$ cat config.mk
export PLATFORM = sky130hd
export DESIGN_NAME = clk_fail_supervisor
export DESIGN_NICKNAME = d
export VERILOG_FILES = /design/src/rtl/cfs_pkg.sv /design/src/rtl/cfs_sync_chain.sv /design/src/rtl/cfs_activity_timer.sv /design/src/rtl/cfs_event_latch.sv /design/src/rtl/clk_fail_supervisor.sv
export SDC_FILE = /design/constraint.sdc
export NUM_CORES = 1
export LEC_CHECK = 0
export CORE_AREA = 2 2 39 41
export CTS_CLUSTER_SIZE = 12
export DETAILED_ROUTE_END_ITERATION = 6
export DIE_AREA = 0 0 41 43
export PLACE_DENSITY_LB_ADDON = 0.3
export REMOVE_ABC_BUFFERS = 1
export SYNTH_ARGS = -nofsm -noshare
export SYNTH_HDL_FRONTEND = slang
export SYNTH_SLANG_ARGS = --single-unit
$ cat constraint.sdc
create_clock -name clk -period 2.25 [get_ports clk]
set_input_delay 0.45 -clock clk [delete_from_list [all_inputs] [get_ports clk]]
set_output_delay 0.45 -clock clk [all_outputs]
set_load 0.1 [all_outputs]
$ cat src/rtl/cfs_pkg.sv
package cfs_pkg;

  // Outputs produced by the event latch, grouped for a single port
  typedef struct packed {
    logic force_off;
    logic brk;
    logic pending;
    logic fallback;
  } cfs_evt_t;

  localparam cfs_evt_t CFS_EVT_IDLE = '{force_off: 1'b0, brk: 1'b0,
                                        pending: 1'b0, fallback: 1'b0};

endpackage

$ cat src/rtl/cfs_sync_chain.sv
module cfs_sync_chain #(
  parameter int STAGES = 2
) (
  input  logic clk,
  input  logic rst,
  input  logic async_in,
  output logic edge_seen
);

  logic [STAGES-1:0] stage_q;
  logic              last_q;

  genvar g;
  generate
    for (g = 0; g < STAGES; g++) begin : g_stage
      if (g == 0) begin : g_first
        always_ff @(posedge clk) begin
          if (rst) stage_q[0] <= 1'b0;
          else     stage_q[0] <= async_in;
        end
      end else begin : g_next
        always_ff @(posedge clk) begin
          if (rst) stage_q[g] <= 1'b0;
          else     stage_q[g] <= stage_q[g-1];
        end
      end
    end
  endgenerate

  always_ff @(posedge clk) begin
    if (rst) last_q <= 1'b0;
    else     last_q <= stage_q[STAGES-1];
  end

  // Any change of the synchronised toggle marks one oscillator edge
  assign edge_seen = stage_q[STAGES-1] ^ last_q;

endmodule

$ cat src/rtl/cfs_activity_timer.sv
module cfs_activity_timer #(
  parameter int TIMEOUT = 16
) (
  input  logic clk,
  input  logic rst,
  input  logic armed,
  input  logic edge_seen,
  output logic fail
);

  localparam int CW = $clog2(TIMEOUT + 1);
  localparam logic [CW-1:0] LAST_QUIET = CW'(TIMEOUT - 1);
  localparam logic [CW-1:0] CNT_MAX    = CW'(TIMEOUT);

  logic [CW-1:0] quiet_q;

  assign fail = armed && !edge_seen && (quiet_q == LAST_QUIET);

  always_ff @(posedge clk) begin
    if (rst || !armed || edge_seen) quiet_q <= '0;
    else if (quiet_q != CNT_MAX)    quiet_q <= quiet_q + 1'b1;
  end

  AST_QUIET_BOUND: assert property (@(posedge clk) disable iff (rst)
    quiet_q <= CNT_MAX);

  AST_DISARM_CLEARS: assert property (@(posedge clk) disable iff (rst)
    !armed |=> quiet_q == '0);

  AST_EDGE_RESTARTS: assert property (@(posedge clk) disable iff (rst)
    edge_seen |=> quiet_q == '0);

endmodule

$ cat src/rtl/cfs_event_latch.sv
module cfs_event_latch
  import cfs_pkg::*;
(
  input  logic     clk,
  input  logic     rst,
  input  logic     fail,
  input  logic     armed,
  input  logic     osc_on,
  input  logic     irq_clear,
  output cfs_evt_t evt
);

  cfs_evt_t evt_q;

  always_ff @(posedge clk) begin
    if (rst) begin
      evt_q <= CFS_EVT_IDLE;
    end else begin
      evt_q.brk <= fail;
      // Forced disable holds until software withdraws its oscillator request
      if (fail)         evt_q.force_off <= 1'b1;
      else if (!osc_on) evt_q.force_off <= 1'b0;
      // Set has priority over a clear in the same cycle
      if (fail)           evt_q.pending <= 1'b1;
      else if (irq_clear) evt_q.pending <= 1'b0;
      // Fallback selection released once the detector is armed again
      if (fail)       evt_q.fallback <= 1'b1;
      else if (armed) evt_q.fallback <= 1'b0;
    end
  end

  assign evt = evt_q;

  AST_BREAK_ONE_CYCLE: assert property (@(posedge clk) disable iff (rst)
    evt_q.brk |=> !evt_q.brk);

  AST_FAIL_ACTIONS: assert property (@(posedge clk) disable iff (rst)
    evt_q.brk |-> (evt_q.force_off && evt_q.pending && evt_q.fallback));

  AST_PENDING_STICKY: assert property (@(posedge clk) disable iff (rst)
    (evt_q.pending && !irq_clear) |=> evt_q.pending);

  AST_KILL_HOLDS: assert property (@(posedge clk) disable iff (rst)
    (evt_q.force_off && osc_on) |=> evt_q.force_off);

endmodule

$ cat src/rtl/clk_fail_supervisor.sv
module clk_fail_supervisor
  import cfs_pkg::*;
#(
  parameter int TIMEOUT     = 16,
  parameter int SYNC_STAGES = 2
) (
  input  logic clk,
  input  logic rst,
  input  logic mon_enable,
  input  logic osc_on,
  input  logic osc_ready,
  input  logic osc_toggle,
  input  logic irq_clear,
  output logic osc_force_off,
  output logic tmr_break,
  output logic nmi_pending,
  output logic sel_fallback
);

  logic     edge_seen;
  logic     fail;
  logic     armed_q;
  logic     arm_cond;
  cfs_evt_t evt;

  cfs_sync_chain #(.STAGES(SYNC_STAGES)) u_sync (
    .clk       (clk),
    .rst       (rst),
    .async_in  (osc_toggle),
    .edge_seen (edge_seen)
  );

  cfs_activity_timer #(.TIMEOUT(TIMEOUT)) u_timer (
    .clk       (clk),
    .rst       (rst),
    .armed     (armed_q),
    .edge_seen (edge_seen),
    .fail      (fail)
  );

  // Armed only with supervision on, oscillator requested and ready, not tripped
  assign arm_cond = mon_enable && osc_on && osc_ready && !evt.force_off && !fail;

  always_ff @(posedge clk) begin
    if (rst) armed_q <= 1'b0;
    else     armed_q <= arm_cond;
  end

  cfs_event_latch u_latch (
    .clk       (clk),
    .rst       (rst),
    .fail      (fail),
    .armed     (armed_q),
    .osc_on    (osc_on),
    .irq_clear (irq_clear),
    .evt       (evt)
  );

  assign osc_force_off = evt.force_off;
  assign tmr_break     = evt.brk;
  assign nmi_pending   = evt.pending;
  assign sel_fallback  = evt.fallback;

  AST_NO_FAIL_UNARMED: assert property (@(posedge clk) disable iff (rst)
    !armed_q |=> !tmr_break);

  AST_LOCKOUT: assert property (@(posedge clk) disable iff (rst)
    osc_force_off |=> !armed_q);

endmodule

==> metrics.md <==
| Metric | Value |
|---|---|
| Dpl hpwl | 596 um |
| Distinct cells, synth | 18 |
| Number of antenna violations at the first check in global routing | 0 |
| Kind of critical path | register to register |
| Outcome | complete, no violations |
| RR Endpoint | u_latch.evt[3] |
| Die area | 0.00176 mm2 |
| Final worst path period need | 1460 ps |
| Worst R2R Setup Slack | 790 ps |
| Die height | 43 um |
| Rows | 14 |
| Largest net degree at the start of global routing | 9 |
| H-tree Lvls | 1 |
| Gr usage total | 0.114 |
| Final Core Density | 0.457 |
| Placed Instances | 73 |
| Synth Instances | 47 |
| Req. time, crit path | 2470 ps |
| Max Clock Skew | 3.08 ps |
| Final setup fails | 0 |
| Maximum vdd ir drop | 0.302 mV |
| Mapped cell area | 495 um2 |
| Final slew viol count | 0 |
| Residual DRC | 0 |
| Mean number of vias per cell | 4.53 |
| Cts repair resizes | 0 |
| Final Hold Vio Count | 0 |
| Synth top area cells | dfxtp_1, ha_1, nor2b_1 |
| Iteration count of the initial detailed-routing pass | 2 |
| CTS sink count | 13 |
| Unrepaired setup endpoints after global routing | false |
| Initial Util | 0.358 |
| Leakage | 0.279 nW |
| Synth Area per Inst | 10.5 um2 |
| RD Place Congestion | 0.779 |
| First-pass GRT wire length | 1.29 mm |
| ANT nets after route | 0 |
| Core area | 0.00138 mm2 |
| Ports | 11 |
| Register bit count reported by yosys | 13 |
| Synth-to-Final Area Change | 27.5% |
| Die width | 41 um |
| Fmax | 686 MHz |
| Warnings, synthesis | 0 |
| Worst-path clk slew | 80 ps |
| TNS Setup | 0 ps |
| Synth top area share | 0.525 |
| Slew at the pin with the worst max-slew slack | 434 ps |
| Vias | 349 |
| DRT iter0 DRCs | 2 |
| Startpoint Class | register |
| MaxCap Viol Count | 0 |
| # nets final | 72 |
| Worst Hold End | armed_q |
| Hold Crit Depth | 1 |
| Number of global-route vias before repair | 311 |
| WP data arrival | 1680 ps |
| IO buf count | 10 |
| DP Area | 606 um2 |
| Fin crit share | 0.647 |
| CTS tree | yes |
| Power, Total | 397 uW |
| Cts hold-fix bufs | 0 |
| Setup bufs post-CTS | 0 |
| Inserted Diodes | 0 |
| Sequential fraction of the synthesis area | 0.525 |
| Avg WL per Cell | 9.91 um |
| Clock Path Buffers | 2 |
| Layout cell share with drive strength beyond 1 | 0.148 |
| Slew HR | 0.708 |
| Fillers | 146 |
| CP Capture Type | register |
| Worst hold path startpoint | u_latch.evt[3] |
| PwrDens | 628 mW/mm2 |
| R2R cell count | 6 |
| Grt total ovfl | 0 |
| Worst-skew pair later-pin latency | 270 ps |
| Total Wirelength | 763 um |
| Final std cells w/o fill | 77 |
| CTS buffer count | 3 |
| Hold Path Class | register to register |
| Reg2reg start | u_timer.quiet_q[1] |
| Crit-path max FO | 4 |
| Root Driver | clkbuf_4 |
| Synth area leader | dfxtp_1 |
| Final Cell Area | 632 um2 |
## cell usage after synthesis
library cell	n
nand2_1	1
xnor2_1	2
nor2b_1	4
a21oi_1	1
xor2_1	2
nor3_2	1
ha_1	3
a21o_1	3
dfxtp_1	13
mux2i_1	1
inv_1	4
and4bb_1	1
o2111ai_1	1
or3b_4	1
nand3_1	1
nor3_1	1
nor2_1	6
and3_1	1
## area by class of cell
type	instances	area (um2)	area share
Inverter	4	15.0	0.0238
Clock buffer	4	26.3	0.0416
Tap cell	16	20.0	0.0317
Multi-Input combinational cell	30	220	0.349
Timing Repair Buffer	10	90.1	0.143
Sequential cell	13	260	0.412
## report_power, final
part / total, mW / internal (mW) / switching (mW)
sequential: 0.234 / 0.233 / 0.00129
clock: 0.144 / 0.0687 / 0.0748
combinational: 0.0191 / 0.0128 / 0.00637
## worst max-delay path: stages (launching register included)
cell     delay (ps)
dfxtp_1         370
ha_1            200
and3_1          160
ha_1            130
nand2_1          60
nor3_1          350
a21o_1          140
## cell families (layout without fill, tap and decap cells)
group | Yosys count | after routing | share of synthesized area
AND/OR/NAND/NOR | 17 | 17 | 0.205
flip-flops | 13 | 13 | 0.525
adder cells (fa/ha/maj) | 3 | 3 | 0.0758
buffers and inverters | 4 | 18 | 0.0303
XOR/XNOR | 4 | 4 | 0.0707
multiplexers | 1 | 1 | 0.0202
AO/OA/AOI/OAI | 5 | 5 | 0.0732
## placed cells by master, fill, tap and decap left out
cell and count:
a21o_1 3, a21oi_1 1, and3_1 1, and4bb_1 1, buf_4 4, clkbuf_1 1
clkbuf_4 3, clkdlybuf4s50_1 6, dfxtp_1 13, ha_1 3, inv_1 4, mux2i_1 1
nand2_1 1, nand3_1 1, nor2_1 6, nor2b_1 4, nor3_1 1, nor3_2 1
o2111ai_1 1, or3b_4 1, xnor2_1 2, xor2_1 2
## through the flow
step	setup WS (ps)	hold WS, ps
after floorplan	859	414
after global placement	551	427
after detailed placement	507	433
after CTS	764	452
after global routing	637	475
final	793	447
## registers in the layout (all words and copies together), names as in the netlist
signal and count:
u_sync.stage_q 2, u_sync.last_q 1, armed_q 1, u_timer.quiet_q 5, u_latch.evt 4
## how the worst max path moves through the flow
stage,startpoint,end,slack [ps],cells past startpoint
finish,u_timer.quiet_q[1],u_latch.evt[3],790,6
global route,u_timer.quiet_q[1],u_latch.evt[3],640,6
CTS,u_timer.quiet_q[1],u_latch.evt[3],760,6
detailed placement,rst,u_timer.quiet_q[2],510,3
global placement,rst,u_timer.quiet_q[2],550,3
floorplan,u_latch.evt[3],osc_force_off,860,0
## per-layer routing
metal / wire length [um] / track usage / vias to the layer above
met4: 20 / 0.0800 / 0
met3: 38 / 0.0471 / 2
met5: 0 / 0 / -
li1: - / - / 185
met1: 362 / 0.137 / 154
met2: 340 / 0.156 / 8
(Power assumes the default switching activity.)
